File: config.mk
export PLATFORM = sky130hd
export DESIGN_NAME = spi_ctrl_reg
export DESIGN_NICKNAME = d
export VERILOG_FILES = /design/src/rtl/spi_ctrl_pkg.sv /design/src/rtl/rate_tick_gen.sv /design/src/rtl/cs_decode.sv /design/src/rtl/done_flag.sv /design/src/rtl/spi_ctrl_reg.sv
export SDC_FILE = /design/constraint.sdc
export NUM_CORES = 1
export LEC_CHECK = 0
export BUFFER_PORTS_ARGS = -buffer_cell sky130_fd_sc_hd__buf_2
export CAP_MARGIN = 20
export CORE_AREA = 2 2 39 41
export CTS_BUF_LIST = sky130_fd_sc_hd__clkbuf_16
export DETAILED_ROUTE_END_ITERATION = 10
export DIE_AREA = 0 0 41 43
export GPL_ROUTABILITY_DRIVEN = 0
export PLACE_DENSITY_LB_ADDON = 0.1
export SLEW_MARGIN = 20
export SYNTH_ARGS = -nofsm -noshare
export SYNTH_HDL_FRONTEND = slang
export SYNTH_SLANG_ARGS = --single-unit
File: constraint.sdc
create_clock -name clk -period 2.85 [get_ports clk]
set_input_delay 0.4275 -clock clk [delete_from_list [all_inputs] [get_ports clk]]
set_output_delay 0.4275 -clock clk [all_outputs]
set_load 0.02 [all_outputs]
File: src/rtl/spi_ctrl_pkg.sv
package spi_ctrl_pkg;
  localparam int WORD_W    = 8;
  localparam int RATE_LO   = 0;
  localparam int RATE_W    = 2;
  localparam int DEVSEL_LO = 2;
  localparam int DEVSEL_W  = 2;
  localparam int DEV_EN_B  = 4;
  localparam int IRQ_EN_B  = 5;
  localparam int SPARE_B   = 6;
  localparam int FLAG_B    = 7;

  typedef struct packed {
    logic                flag;
    logic                irq_en;
    logic                dev_en;
    logic [DEVSEL_W-1:0] dev_sel;
    logic [RATE_W-1:0]   rate;
  } ctrl_word_t;

  function automatic int tick_period(input int code);
    return 2 << code;
  endfunction

  function automatic logic [WORD_W-1:0] pack_word(input ctrl_word_t w);
    logic [WORD_W-1:0] v;
    v = '0;
    v[FLAG_B]   = w.flag;
    v[IRQ_EN_B] = w.irq_en;
    v[DEV_EN_B] = w.dev_en;
    v[DEVSEL_LO +: DEVSEL_W] = w.dev_sel;
    v[RATE_LO +: RATE_W]     = w.rate;
    v[SPARE_B]  = 1'b0;
    return v;
  endfunction
endpackage

File: src/rtl/rate_tick_gen.sv
module rate_tick_gen #(
  parameter int NUM_TAPS = 4,
  localparam int SEL_W   = $clog2(NUM_TAPS)
) (
  input  logic             clk,
  input  logic [SEL_W-1:0] tap_sel,
  output logic             tick
);
  // Free-running: never cleared, so a rate change never restarts it.
  logic [NUM_TAPS-1:0] div_cnt = '0;
  logic [NUM_TAPS-1:0] tap_hit;

  always_ff @(posedge clk) div_cnt <= div_cnt + 1'b1;

  // Tap k fires once every 2^(k+1) clocks, when the low k+1 bits are all ones.
  for (genvar k = 0; k < NUM_TAPS; k++) begin : g_tap
    assign tap_hit[k] = &div_cnt[k:0];
  end

  assign tick = tap_hit[tap_sel];
endmodule

File: src/rtl/cs_decode.sv
module cs_decode #(
  parameter int NUM_CS = 4,
  localparam int SEL_W = $clog2(NUM_CS)
) (
  input  logic              enable,
  input  logic [SEL_W-1:0]  sel,
  output logic [NUM_CS-1:0] cs_n
);
  for (genvar i = 0; i < NUM_CS; i++) begin : g_cs
    assign cs_n[i] = !(enable && (sel == SEL_W'(i)));
  end
endmodule

File: src/rtl/done_flag.sv
module done_flag (
  input  logic clk,
  input  logic rst_n,
  input  logic set_evt,
  input  logic wr_en,
  input  logic wr_bit,
  output logic flag
);
  // A completion event takes priority over a host write in the same cycle.
  always_ff @(posedge clk or negedge rst_n) begin
    if (!rst_n)       flag <= 1'b0;
    else if (set_evt) flag <= 1'b1;
    else if (wr_en)   flag <= wr_bit;
  end
endmodule

File: src/rtl/spi_ctrl_reg.sv
module spi_ctrl_reg
  import spi_ctrl_pkg::*;
#(
  parameter int NUM_CS   = 4,
  parameter int NUM_TAPS = 4
) (
  input  logic              clk,
  input  logic              rst_n,
  input  logic              wr_en,
  input  logic [WORD_W-1:0] wr_data,
  input  logic              xfer_done,
  output logic [WORD_W-1:0] rd_data,
  output logic              rate_tick,
  output logic [NUM_CS-1:0] cs_n,
  output logic              irq
);
  ctrl_word_t word_q;
  logic       flag_q;
  logic       flag_set_evt;

  assign flag_set_evt = xfer_done;

  always_ff @(posedge clk or negedge rst_n) begin
    if (!rst_n) begin
      word_q.irq_en  <= 1'b0;
      word_q.dev_en  <= 1'b0;
      word_q.dev_sel <= '0;
      word_q.rate    <= '0;
    end else if (wr_en) begin
      word_q.irq_en  <= wr_data[IRQ_EN_B];
      word_q.dev_en  <= wr_data[DEV_EN_B];
      word_q.dev_sel <= wr_data[DEVSEL_LO +: DEVSEL_W];
      word_q.rate    <= wr_data[RATE_LO +: RATE_W];
    end
  end

  always_comb word_q.flag = flag_q;

  done_flag u_flag (
    .clk     (clk),
    .rst_n   (rst_n),
    .set_evt (flag_set_evt),
    .wr_en   (wr_en),
    .wr_bit  (wr_data[FLAG_B]),
    .flag    (flag_q)
  );

  rate_tick_gen #(.NUM_TAPS(NUM_TAPS)) u_rate (
    .clk     (clk),
    .tap_sel (word_q.rate),
    .tick    (rate_tick)
  );

  cs_decode #(.NUM_CS(NUM_CS)) u_cs (
    .enable (word_q.dev_en),
    .sel    (word_q.dev_sel),
    .cs_n   (cs_n)
  );

  assign rd_data = pack_word(word_q);
  assign irq     = word_q.irq_en && flag_q;
endmodule

### After elaboration in Yosys (flattened, before gate mapping)

Index checks and enable logic that the tools add are counted.

* bits in registers: 11
* output and inout port bits: 14
* input bits: 12
* logic and storage cells: 29

* equal/unequal tests: 3
* add/sub/neg operators: 1
* mux-type cells: 4
* magnitude comparators: 1
* reduce and logical (&&, ||, !) cells: 14

Operator list (number)
* 1-bit logical AND: 5
* 4-bit by 1-bit adder with 4-bit output (second input constant): 1
* 2-bit == test (second input constant): 2
* 1-bit zero test: 4
* 4-bit AND reduction: 1
* 2-bit by 3-bit < comparator with 1-bit output (second input constant): 1
* 1-bit two-way mux: 3
* 3-bit AND reduction: 1
* 1-bit binary-select mux with 2-bit select: 1
* 2-bit by 1-bit == test with 1-bit output (second input constant): 1
* 2-bit zero test: 1
* 2-bit AND reduction: 1
* 2-bit nonzero test: 1

### Logic depth before layout (Yosys ltp)

Gate-level depths: netlist of run 1.

* depth after elaboration: 3
* depth in mapped cells: 4
* depth with buffers taken out: 4

### By module

From an unflattened synthesis of run 1, not the netlist that was laid out.

* cells, all modules: 37
* area total of the unflattened synthesis: 499.2 µm²

By module, submodules not included
* spi_ctrl_reg: instances 1, area an instance 276.5 µm², seq. area each 150.1 µm², cells each 17
* rate_tick_gen: instances 1, area an instance 153.9 µm², seq. area each 80.1 µm², cells each 13
* done_flag: instances 1, area an instance 40.0 µm², seq. area each 25.0 µm², cells each 3
* cs_decode: instances 1, area an instance 28.8 µm², seq. area each 0.0 µm², cells each 4

### Worst setup path before layout of run 1

No wires, ideal clock.

* path type: flip-flop to output port
* start point: register u_rate.div_cnt[0]
* end point: output rate_tick
* data required time: 2423 ps
* cell stages (with the launch flop): 5
* arrival time: 1075 ps
* path slack: 1348 ps
* buffers on the path: 0
* cell sequence: dfxtp_1 ha_1 ha_1 mux2i_1 o22ai_1

* word-level cells in the longest chain between the ends: 3
* elaborated cells on any way between the ends: 5
* those cells by class: 2 x mux; 3 x reduce/logical

RTL lines
* start, declared: RTL line rate_tick_gen.sv:10 `logic [NUM_TAPS-1:0] div_cnt = '0;`
* start signal, assigned: RTL line rate_tick_gen.sv:13 `always_ff @(posedge clk) div_cnt <= div_cnt + 1'b1;`
* 4-bit AND reduction (tied with other cells): RTL line rate_tick_gen.sv:17 `assign tap_hit[k] = &div_cnt[k:0];`
* 1-bit binary-select mux with 2-bit select (*): RTL line rate_tick_gen.sv:20 `assign tick = tap_hit[tap_sel];`
* 1-bit two-way mux (not written as such) (*): RTL line rate_tick_gen.sv:20
* end, declared: RTL line spi_ctrl_reg.sv:13 `output logic rate_tick,`

Every way passes the cells marked *; elsewhere a longest branch is shown, timed or not. The select of a mux whose other input is x is not followed.

### Worst setup path after layout of run 1

Ends and elaborated chain as after synthesis.

==> impl_summary.log, run 1 <==
[metrics] Reg clk slew, reported paths: 0.04 ns
[metrics] sort of element at the end of the critical path: primary output
[metrics] cell accounting for the most synthesized area: sky130_fd_sc_hd__dfrtp_1
[metrics] number of enable flip-flop cells after synthesis: 0
[metrics] Initial Utilization: 34.7%
[metrics] most frequent cell after synthesis: sky130_fd_sc_hd__dfrtp_1
[metrics] full die area: 0.00176 sq mm
[metrics] fraction of the yosys area taken by sequential cells: 53.1%
[metrics] Worst R2R Setup Slack: around 1.9 ns
[metrics] cell with the most instances on the worst path: sky130_fd_sc_hd__ha_1
[metrics] worst hold slack: between 0.015 and 0.02 ns
[metrics] synthesis-stage register bit count: 11
[metrics] maximum level of the CTS H-tree: 1
[metrics] Core ar.: 0.00138 sq mm
[metrics] total routed wirelength: 755 microns
[metrics] share of post-route cells with drive strength above 1: a little over half
[metrics] vertical die dimension: 43 microns
[metrics] delay of the slowest critical-path stage: 0.33 ns
[metrics] leading post-synthesis cells by instance count: sky130_fd_sc_hd__dfrtp_1 (7), sky130_fd_sc_hd__mux2_2 (6), sky130_fd_sc_hd__dfxtp_1 (4)
[metrics] drt pass-1 iters: 2
[metrics] main flop type after synthesis: sky130_fd_sc_hd__dfrtp_1
[metrics] Critical Path Fanout Max: 4
[metrics] number of buffers added on ports: 23
[metrics] post-detailed-placement cell area: slightly below 600 sq um
[metrics] total global routing track utilization: 10.7%
[metrics] dominant cells by area after synthesis: sky130_fd_sc_hd__dfrtp_1 (36%), sky130_fd_sc_hd__dfxtp_1 (17%), sky130_fd_sc_hd__mux2_2 (14%)
[metrics] placed wire-length estimate: 618 microns
[metrics] Hold Buf Count CTS: 0
[metrics] Core Rows: 14
[metrics] Inserted Clock Buffers: 3
[metrics] wire length per cell after detailed routing: 9.81 microns
[metrics] count of distinct cell types in the synthesized netlist: 19
[metrics] wire length of the first global-routing pass: 1250 microns
[metrics] Final Instance Count excl. Fillers: slightly below 80
[metrics] number of vias in the routed layout: approximately 340
[metrics] count of antenna-violating nets left after detailed routing: 0
[metrics] Critical Path, Cell by Cell: ha_1 > ha_1 > mux2i_1 > o22ai_1 > buf_2
[metrics] family with the most delay on the worst path: adder cells
[metrics] residual overflow from global routing: 0
[metrics] Root Buffer Master: sky130_fd_sc_hd__clkbuf_16
[metrics] Final Hold Violating Endpoints: 0
[metrics] maximum number of pins on one net before global-route repair: 9
[metrics] drt first-iter violations: 2
[metrics] buffer and inverter count on the worst path: 1
[metrics] num ports: 26
[metrics] Leak: 0.316 nW
[metrics] area added between synthesis and finish: 37.5%
[metrics] number of clock sinks: 11
[metrics] ratio of total power to cell area: 732 mW/mm^2
[metrics] Layout Nets: 76
[metrics] number of antenna violations at the first check in global routing: 0
[metrics] unrepaired setup endpoints after global routing: no
[metrics] Post-synth ARST share: 63.6%
[metrics] WP data required: 2.42 ns
[metrics] maximum clock frequency: 0.562 GHz
[metrics] Vias/cell: about 4.4
[metrics] largest clock skew in the final design: about 0.00086 ns
[metrics] Crit-path slowest cell: sky130_fd_sc_hd__dfxtp_1
[metrics] number of nets produced by synthesis: between 50 and 60
[metrics] final-report setup violation count: 0
[metrics] final instance area: 661 sq um
[metrics] final clock period utilization by the worst path: 62.4%
[metrics] count of maximum capacitance violations: 0
[metrics] final critical-path required period: 1.78 ns
[metrics] placed insts: 73
[metrics] critical path startpoint category: flop
[metrics] portion of synthesized cell area occupied by the leading cell type: 36.5%
[metrics] Critical Path AT: 1.35 ns
[metrics] worst flop-to-flop path startpoint: u_rate.div_cnt[0]
[metrics] Post-CTS Resized: 0
[metrics] endpoint of the worst register-to-register path: u_rate.div_cnt[2]
[metrics] horizontal die dimension: 41 microns
[metrics] category of the critical setup timing path: reg2out
[metrics] Max Transition Viols Final: 0
[metrics] Worst-Skew Late Latency: 0.23 ns
[metrics] synthesized area: 480 sq um
[metrics] number of setup buffers added after CTS: 0
[metrics] maximum clock insertion buffer count: 2
[metrics] summed negative setup slack over all endpoints: 0 ns
[metrics] TritonCTS clock tree: done
[metrics] synthesized netlist cell count: 38
[metrics] peak ir drop on the vdd network: 0.000351 V
[metrics] class of the tightest hold or removal check: in2async
[metrics] synthesized area per cell: 12.6 sq um
[metrics] number of cells traversed by the worst register-to-register path: 2
[metrics] result of the run: finished clean
[metrics] vias in the first global route: 288
[metrics] number of diodes added for antenna fixing: 0
[metrics] Remaining DRCs: 0
[metrics] number of warnings issued by yosys: 0
==> flip-flops by register name, summed over array words and instances, names as in the netlist <==
register	count
u_rate.div_cnt	4
rd_data	6
u_flag.flag	1
==> worst reg2reg max path, stage by stage, from the launching register on <==
cell                      delay, ns
sky130_fd_sc_hd__dfxtp_1       0.33
sky130_fd_sc_hd__ha_1          0.22
sky130_fd_sc_hd__ha_1          0.26
==> cell families after synthesis <==
kind of cell / synth area share (%)
flops: 53.1
buf+inv: 7.81
mux: 16.1
xor+xnor: 1.82
compound gates: 4.69
other cells: 0.781
fa+ha+maj: 5.21
simple gates: 10.4
==> layout make-up <==
class / count / area (sq um)
clock buffer: 3 / 75.1
clock inverter: 1 / 3.75
fill: 130 / 723
inverter: 1 / 3.75
multi-input combinational: 22 / 188
sequential: 11 / 255
tap: 16 / 20.0
timing repair buffer: 23 / 115
==> layer usage <==
metal / wire (microns) / vias to the layer above / track usage [%]
met4: 0 / 0 / 6.00
met3: 66 / 0 / 3.14
li1: - / 174 / -
met5: 0 / - / 0
met1: 338 / 146 / 14.5
met2: 350 / 15 / 14.7
==> cells in the final DEF, fill, tap and decap left out, drive strengths merged <==
master and n:
a211o 1, a21boi 1, and2 1, buf 23, clkbuf 3, conb 1
dfrtp 7, dfxtp 4, ha 2, inv 2, mux2 6, mux2i 1
nand2 1, nand3 2, nand3b 2, nor2b 1, o22ai 1, or3b 1
xnor2 1
==> stage by stage <==
| stage | total power [mW] | utilization (%) | setup WS (ns) |
|---|---|---|---|
| after global routing | 0.511 | 47.7 | 1.02 |
| after detailed placement | 0.242 | 42.0 | 1.32 |
| final | 0.483 | 47.7 | 1.07 |
| after floorplan | 0.221 | - | 1.35 |
| after global placement | 0.241 | 42.0 | 1.33 |
| after CTS | 0.490 | 47.7 | 1.07 |
==> worst max-delay path by stage <==
stage | slack, ns | endpoint | from | cells after the start
6_report | 1.07 | rate_tick | u_rate.div_cnt[0] | 5
5_1_grt | 1.02 | rate_tick | u_rate.div_cnt[0] | 5
4_1_cts | 1.07 | rate_tick | u_rate.div_cnt[0] | 5
3_5_place_dp | 1.32 | rate_tick | u_rate.div_cnt[0] | 5
3_3_place_gp | 1.33 | rate_tick | u_rate.div_cnt[0] | 5
2_1_floorplan | 1.35 | rate_tick | u_rate.div_cnt[0] | 4
==> where the power goes <==
part           switching [mW]  total (mW)  internal, mW
Clock                  0.0618       0.245         0.183
Combinational          0.0347      0.0627        0.0280
Sequential            0.00972       0.175         0.166
No activity file was read; power rests on OpenSTA's default activity.
==> inputs of run 2 (changes only) <==
Clock period 2.85 ns to 1.8 ns, I/O delays scaled along.
==> run 2 against run 1 <==
  * Power increased by 59%
  * Utilization up 0.72 points
  * Sequential cell count did not move
  * Largest cell class unchanged
==> impl_summary.log, run 2 (same netlist as run 1, synthesis figures left out) <==
[metrics] number of antenna violations at the first check in global routing: 0 (unchanged)
[metrics] Critical Path AT: 1.35 ns (about the same)
[metrics] worst flop-to-flop path startpoint: u_rate.div_cnt[0] (unchanged)
[metrics] class of the tightest hold or removal check: in2reg (was in2async)
[metrics] number of stages on the worst hold path: 2
[metrics] Layout Nets: 77 (was 76)
[metrics] Reg clk slew, reported paths: 0.04 ns (about the same)
[metrics] drt pass-1 iters: 2 (unchanged)
[metrics] Max Transition Viols Final: 0 (unchanged)
[metrics] peak ir drop on the vdd network: 0.000558 V (was 0.000351 V)
[metrics] number of setup buffers added after CTS: 0 (unchanged)
[metrics] wire length per cell after detailed routing: 9.85 microns (was 9.81 microns)
[metrics] num ports: 26 (unchanged)
[metrics] maximum level of the CTS H-tree: 1 (unchanged)
[metrics] number of diodes added for antenna fixing: 0 (unchanged)
[metrics] Initial Utilization: 34.7% (unchanged)
[metrics] Final Hold Violating Endpoints: 0 (unchanged)
[metrics] maximum number of pins on one net before global-route repair: 9 (unchanged)
[metrics] Critical Path Fanout Max: 4 (unchanged)
[metrics] flip-flop count of the largest register after layout: 6 (unchanged)
[metrics] critical path startpoint category: flop (unchanged)
[metrics] area added between synthesis and finish: 39.6% (was 37.5%)
[metrics] count of maximum capacitance violations: 0 (unchanged)
[metrics] residual overflow from global routing: 0 (unchanged)
[metrics] Core Rows: 14 (unchanged)
[metrics] summed negative setup slack over all endpoints: 0 ns (unchanged)
[metrics] largest clock skew in the final design: 0.000863 ns (unchanged)
[metrics] unrepaired setup endpoints after global routing: no (unchanged)
[metrics] final instance area: 671 sq um (was 661 sq um)
[metrics] drt first-iter violations: 2 (unchanged)
[metrics] maximum clock insertion buffer count: 2 (unchanged)
[metrics] ratio of total power to cell area: 1140 mW/mm^2 (was 732 mW/mm^2)
[metrics] WP data required: 1.53 ns (was 2.42 ns)
[metrics] Worst R2R Setup Slack: 0.87 ns (was 1.92 ns)
[metrics] Worst-Skew Late Latency: 0.23 ns (about the same)
[metrics] maximum clock frequency: around 0.62 GHz
[metrics] TritonCTS clock tree: done (unchanged)
[metrics] full die area: 0.00176 sq mm (unchanged)
[metrics] worst hold slack: 0.232 ns (was 0.0187 ns)
[metrics] Core ar.: 0.00138 sq mm (unchanged)
[metrics] vertical die dimension: 43 microns (unchanged)
[metrics] Remaining DRCs: 0 (unchanged)
[metrics] Vias/cell: 4.35 (about the same)
[metrics] Leak: 0.320 nW (was 0.316 nW)
[metrics] Root Buffer Master: sky130_fd_sc_hd__clkbuf_16 (unchanged)
[metrics] end point of the most critical hold path: u_flag.flag
[metrics] count of antenna-violating nets left after detailed routing: 0 (unchanged)
[metrics] total routed wirelength: 768 microns (was 755 microns)
[metrics] result of the run: finished clean (unchanged)
[metrics] number of clock sinks: 11 (unchanged)
[metrics] share of post-route cells with drive strength above 1: 51.6% (was 52.5%)
[metrics] final clock period utilization by the worst path: about 90%
[metrics] endpoint of the worst register-to-register path: u_rate.div_cnt[2] (unchanged)
[metrics] number of cells traversed by the worst register-to-register path: 2 (unchanged)
[metrics] Hold Crit Start: xfer_done
[metrics] placed wire-length estimate: 618 microns (unchanged)
[metrics] category of the critical setup timing path: reg2out (unchanged)
[metrics] vias in the first global route: 298 (was 288)
[metrics] sort of element at the end of the critical path: primary output (unchanged)
[metrics] most common library cell in the layout ignoring fill and taps: sky130_fd_sc_hd__buf_2 (unchanged)
[metrics] post-detailed-placement cell area: 582 sq um (unchanged)
[metrics] number of buffers added on ports: 23 (unchanged)
[metrics] Inserted Clock Buffers: 3 (unchanged)
[metrics] final critical-path required period: roughly 1.6 ns
[metrics] wire length of the first global-routing pass: 1290 microns (was 1250 microns)
[metrics] number of vias in the routed layout: 339 (was 335)
[metrics] horizontal die dimension: 41 microns (unchanged)
[metrics] total global routing track utilization: 11.0% (was 10.7%)
[metrics] leading cell types in the layout, fill and taps excluded: sky130_fd_sc_hd__buf_2 (23), sky130_fd_sc_hd__dfrtp_1 (7), sky130_fd_sc_hd__mux2_2 (6) (unchanged)
[metrics] final-report setup violation count: 0 (unchanged)
-- run 2: cell types whose count changed in the layout (fill, tap and decap cells not counted), sizes merged --
| cell | previous run | this run |
|---|---|---|
| dlygate4sd3 | 0 | 1 |
-- run 2: area by class of cell --
cell class	instances	area, sq um
clock buffers	3	75.1
clock inverters	1	3.75
fillers	129	713
inverters	1	3.75
multi-input cells	22	188
flip-flops and latches	11	255
well taps	16	20.0
repair buffers	24	125
-- run 2: timing repair --
item,in CTS,in global routing
gates resized for setup,0,0
endpoints found under the hold margin,7,0
setup endpoints to repair,0,0
hold buffers,1,0
-- run 2: critical path: stages (launching register included) --
cell	delay, ns
sky130_fd_sc_hd__dfxtp_1	0.33
sky130_fd_sc_hd__ha_1	0.22
sky130_fd_sc_hd__ha_1	0.18
sky130_fd_sc_hd__mux2i_1	0.14
sky130_fd_sc_hd__o22ai_1	0.09
sky130_fd_sc_hd__buf_2	0.16
-- run 2: where the power goes --
group	total (mW)	switching, mW	internal (mW)
registers	0.278	0.0154	0.262
logic	0.101	0.0553	0.0457
clock network	0.388	0.0978	0.290
total	0.767	0.169	0.598
-- run 2: how the worst max path moves through the flow --
| stage | to | cells past startpoint | start | slack [ns] |
|---|---|---|---|---|
| 2_1_floorplan | rate_tick | 4 | u_rate.div_cnt[0] | 0.46 |
| 3_3_place_gp | rate_tick | 5 | u_rate.div_cnt[0] | 0.44 |
| 3_5_place_dp | rate_tick | 5 | u_rate.div_cnt[0] | 0.43 |
| 4_1_cts | rate_tick | 5 | u_rate.div_cnt[0] | 0.18 |
| 5_1_grt | rate_tick | 5 | u_rate.div_cnt[0] | 0.13 |
| 6_report | rate_tick | 5 | u_rate.div_cnt[0] | 0.18 |
-- run 2: metal layers --
metal / global-route usage (%) / vias to the layer above / share of wire (%)
li1: - / 175 / -
met1: 14.8 / 149 / 45
met2: 15.3 / 15 / 46
met3: 3.14 / 0 / 8.6
met4: 6.00 / 0 / 0
met5: 0 / - / 0
-- run 2: through the flow --
step	total power, mW	utilization [%]	setup slack (ns)	cells
floorplan	0.350	-	0.455	38
global placement	0.382	42.0	0.437	73
detailed placement	0.382	42.0	0.426	73
CTS	0.778	48.5	0.178	78
global route	0.810	48.5	0.127	78
finish	0.767	48.5	0.179	78
==> inputs of run 3 (changes only) <==
Settings changed: ABC_AREA from default to 1, GPL_TIMING_DRIVEN from default to 0.
==> run 3 against run 2 <==
  * Final area increased by 8.0%
  * Routed wire length increased by 25%
  * Utilization increased by 3.9 points
  * Power increased by 2.1%
  * Global-route usage increased by 3.8 points
  * First-iteration DRC count increased to 2.5 times the previous value
  * Critical path depth increased by 2
  * Sequential share of layout area decreased by 2.8 points
  * Clock skew decreased by 0.00065 ns
  * Combinational power about the same
  * Register-to-register slack about the same
  * Fmax increased by 1.2%
  * Critical path type unchanged
==> impl_summary.log, run 3 <==
[metrics] number of clock sinks: 11 (unchanged)
[metrics] number of warnings issued by yosys: 0 (unchanged)
[metrics] maximum number of pins on one net before global-route repair: 11 (was 9)
[metrics] power share of the sequential group: 35.0% (was 36.2%)
[metrics] final clock period utilization by the worst path: 89.0% (was 90.1%)
[metrics] number of stages on the worst hold path: 3 (was 2)
[metrics] total global routing track utilization: 14.8% (was 11.0%)
[metrics] result of the run: finished clean (unchanged)
[metrics] synthesized area: 499 sq um (was 480 sq um)
[metrics] Critical Path Fanout Max: 4 (unchanged)
[metrics] maximum level of the CTS H-tree: 1 (unchanged)
[metrics] Root Buffer Master: sky130_fd_sc_hd__clkbuf_16 (unchanged)
[metrics] final core utilization: 52.4% (was 48.5%)
[metrics] TritonCTS clock tree: done (unchanged)
[metrics] fraction of the yosys area taken by sequential cells: 51.1% (was 53.1%)
[metrics] synthesized netlist cell count: 61 (was 38)
[metrics] leading cell types in the layout, fill and taps excluded: sky130_fd_sc_hd__buf_2 (23), sky130_fd_sc_hd__nand2_1 (16), sky130_fd_sc_hd__inv_1 (12) (was sky130_fd_sc_hd__buf_2 (23), sky130_fd_sc_hd__dfrtp_1 (7), sky130_fd_sc_hd__mux2_2 (6))
[metrics] launch point of the worst path: u_rate.div_cnt[0] (unchanged)
[metrics] endpoint of the worst register-to-register path: u_rate.div_cnt[2] (unchanged)
[metrics] Post-synth ARST share: 63.6% (unchanged)
[metrics] Internal Power: 0.596 mW (was 0.598 mW)
[metrics] Reg clk slew, reported paths: 0.04 ns (about the same)
[metrics] synthesis-stage register bit count: 11 (unchanged)
[metrics] Worst R2R Setup Slack: 0.86 ns (was 0.87 ns)
[metrics] critical path startpoint category: flop (unchanged)
[metrics] wire length per cell after detailed routing: 9.16 microns (was 9.85 microns)
[metrics] most common library cell in the layout ignoring fill and taps: sky130_fd_sc_hd__buf_2 (unchanged)
[metrics] Filler Cell Count: 137 (was 129)
[metrics] Leak: 0.385 nW (was 0.320 nW)
[metrics] residual overflow from global routing: 0 (unchanged)
[metrics] largest clock skew in the final design: 0.000212 ns (was 0.000863 ns)
[metrics] number of enable flip-flop cells after synthesis: 0 (unchanged)
[metrics] number of cells traversed by the worst register-to-register path: 2 (unchanged)
[metrics] area added between synthesis and finish: 45.1% (was 39.6%)
[metrics] ratio of total power to cell area: 1080 mW/mm^2 (was 1140 mW/mm^2)
[metrics] end point of the most critical hold path: u_flag.flag (unchanged)
[metrics] number of buffers added on ports: 23 (unchanged)
[metrics] Inserted Clock Buffers: 3 (unchanged)
[metrics] peak ir drop on the vdd network: 0.000659 V (was 0.000558 V)
[metrics] vertical die dimension: 43 microns (unchanged)
[metrics] wire length of the first global-routing pass: 1610 microns (was 1290 microns)
[metrics] Final Hold Violating Endpoints: 0 (unchanged)
[metrics] Core Rows: 14 (unchanged)
[metrics] summed negative setup slack over all endpoints: 0 ns (unchanged)
[metrics] total routed wirelength: 962 microns (was 768 microns)
[metrics] Layout Nets: 104 (was 77)
[metrics] maximum clock frequency: 0.624 GHz (was 0.617 GHz)
[metrics] final-report setup violation count: 0 (unchanged)
[metrics] Max Transition Viols Final: 0 (unchanged)
[metrics] portion of synthesized cell area occupied by the leading cell type: 35.1% (was 36.5%)
[metrics] final critical-path required period: 1.60 ns (was 1.62 ns)
[metrics] number of diodes added for antenna fixing: 0 (unchanged)
[metrics] worst hold slack: 0.226 ns (was 0.232 ns)
[metrics] cell accounting for the most synthesized area: sky130_fd_sc_hd__dfrtp_1 (unchanged)
[metrics] Worst-Skew Late Latency: 0.24 ns (was 0.23 ns)
[metrics] count of distinct cell types in the synthesized netlist: 12 (was 19)
[metrics] synthesized area per cell: 8.18 sq um (was 12.6 sq um)
[metrics] number of nets produced by synthesis: 75 (was 52)
[metrics] worst flop-to-flop path startpoint: u_rate.div_cnt[0] (unchanged)
[metrics] drt pass-1 iters: 2 (unchanged)
[metrics] Remaining DRCs: 0 (unchanged)
[metrics] unrepaired setup endpoints after global routing: no (unchanged)
[metrics] sort of element at the end of the critical path: primary output (unchanged)
[metrics] vias in the first global route: 400 (was 298)
[metrics] num ports: 26 (unchanged)
[metrics] class of the tightest hold or removal check: in2reg (unchanged)
[metrics] WP data required: 1.53 ns (about the same)
[metrics] Post-CTS Resized: 0 (unchanged)
[metrics] Gate power share: 13.3% (was 13.2%)
[metrics] main flop type after synthesis: sky130_fd_sc_hd__dfrtp_1 (unchanged)
[metrics] most frequent cell after synthesis: sky130_fd_sc_hd__nand2_1 (was sky130_fd_sc_hd__dfrtp_1)
[metrics] share of power burned in the clock network: 51.7% (was 50.6%)
[metrics] Core ar.: 0.00138 sq mm (unchanged)
[metrics] number of vias in the routed layout: 452 (was 339)
[metrics] Initial Utilization: 36.1% (was 34.7%)
[metrics] category of the critical setup timing path: reg2out (unchanged)
[metrics] number of antenna violations at the first check in global routing: 0 (unchanged)
[metrics] placed wire-length estimate: 729 microns (was 618 microns)
[metrics] horizontal die dimension: 41 microns (unchanged)
[metrics] Vias/cell: 4.30 (was 4.35)
[metrics] leading post-synthesis cells by instance count: sky130_fd_sc_hd__nand2_1 (16), sky130_fd_sc_hd__inv_1 (12), sky130_fd_sc_hd__dfrtp_1 (7), sky130_fd_sc_hd__o21ai_0 (7), sky130_fd_sc_hd__nand3_1 (6) (was sky130_fd_sc_hd__dfrtp_1 (7), sky130_fd_sc_hd__mux2_2 (6), sky130_fd_sc_hd__dfxtp_1 (4))
[metrics] share of post-route cells with drive strength above 1: 34.8% (was 51.6%)
[metrics] count of maximum capacitance violations: 0 (unchanged)
[metrics] dominant cells by area after synthesis: sky130_fd_sc_hd__dfrtp_1 (35%), sky130_fd_sc_hd__dfxtp_1 (16%), sky130_fd_sc_hd__nand2_1 (12%) (was sky130_fd_sc_hd__dfrtp_1 (36%), sky130_fd_sc_hd__dfxtp_1 (17%), sky130_fd_sc_hd__mux2_2 (14%))
[metrics] count of antenna-violating nets left after detailed routing: 0 (unchanged)
[metrics] drt first-iter violations: 5 (was 2)
[metrics] total power: 0.783 mW (was 0.767 mW)
[metrics] Critical Path AT: 1.33 ns (was 1.35 ns)
[metrics] switching power share of the total: 23.8% (was 22.0%)
[metrics] full die area: 0.00176 sq mm (unchanged)
[metrics] switching pwr: 0.187 mW (was 0.169 mW)
[metrics] flip-flop count of the largest register after layout: 6 (unchanged)
[metrics] maximum clock insertion buffer count: 2 (unchanged)
[metrics] Hold Crit Start: xfer_done (unchanged)
-- run 3: logic make-up after synthesis --
| group | after synthesis | share of synthesized area [%] |
|---|---|---|
| AOI/OAI and AO/OA | 8 | 8.02 |
| other | 1 | 0.751 |
| and+or+nand+nor | 23 | 19.3 |
| buffers and inverters | 16 | 15.8 |
| DFF | 11 | 51.1 |
| adders and majority gates | 2 | 5.01 |
-- run 3: what timing repair did --
item                                    CTS  global route
endpoints found under the hold margin     7             0
buffers inserted                          0             0
hold buffers                              1             0
endpoints found under the setup margin    0             0
-- run 3: critical path: stages (launching register included) --
cell                      delay (ns)
sky130_fd_sc_hd__dfxtp_1        0.33
sky130_fd_sc_hd__ha_1           0.23
sky130_fd_sc_hd__ha_1           0.18
sky130_fd_sc_hd__inv_1          0.05
sky130_fd_sc_hd__nand2_1        0.04
sky130_fd_sc_hd__nand3_1        0.07
sky130_fd_sc_hd__nand2_1        0.04
sky130_fd_sc_hd__buf_2          0.15
-- run 3: per-stage QoR --
| stage | std cells | instance area (sq um) | worst slack (ns) |
|---|---|---|---|
| after floorplan | 61 | 499 | 0.557 |
| after global placement | 100 | 634 | 0.459 |
| after detailed placement | 100 | 634 | 0.446 |
| after CTS | 105 | 724 | 0.184 |
| after global routing | 105 | 724 | 0.118 |
| final | 105 | 724 | 0.198 |
-- run 3: cell type report --
| cell class | count | area, sq um | area share (%) |
|---|---|---|---|
| tap | 16 | 20.0 | 2.76 |
| clock inverter | 1 | 5.00 | 0.691 |
| multi-input combinational | 34 | 165 | 22.8 |
| sequential | 11 | 255 | 35.2 |
| inverter | 12 | 45.0 | 6.22 |
| clock buffer | 3 | 75.1 | 10.4 |
| buffer | 4 | 33.8 | 4.66 |
| timing repair buffer | 24 | 125 | 17.3 |
-- run 3: how the worst max path moves through the flow --
| stage | end | slack (ns) | depth (start not counted) |
|---|---|---|---|
| 4_1_cts | rate_tick | 0.18 | 7 |
| 6_report | rate_tick | 0.20 | 7 |
| 3_3_place_gp | rate_tick | 0.46 | 7 |
| 2_1_floorplan | rate_tick | 0.56 | 6 |
| 3_5_place_dp | rate_tick | 0.45 | 7 |
| 5_1_grt | rate_tick | 0.12 | 7 |
-- run 3: power by group through the flow --
stage | registers, mW | clock network, mW | logic [mW]
after global routing | 0.277 | 0.427 | 0.116
final | 0.274 | 0.405 | 0.104
after floorplan | 0.288 | 0 | 0.0504
after global placement | 0.277 | 0 | 0.103
after CTS | 0.274 | 0.416 | 0.105
after detailed placement | 0.278 | 0 | 0.104
-- run 3: per-layer routing --
layer  part of all wire (%)  up-vias  GRT usage [%]
met2                     44       14           19.4
met3                    6.9        4           6.28
li1                       -      240              -
met1                     45      194           16.9
met4                    4.2        0           14.0
met5                      0        -              0
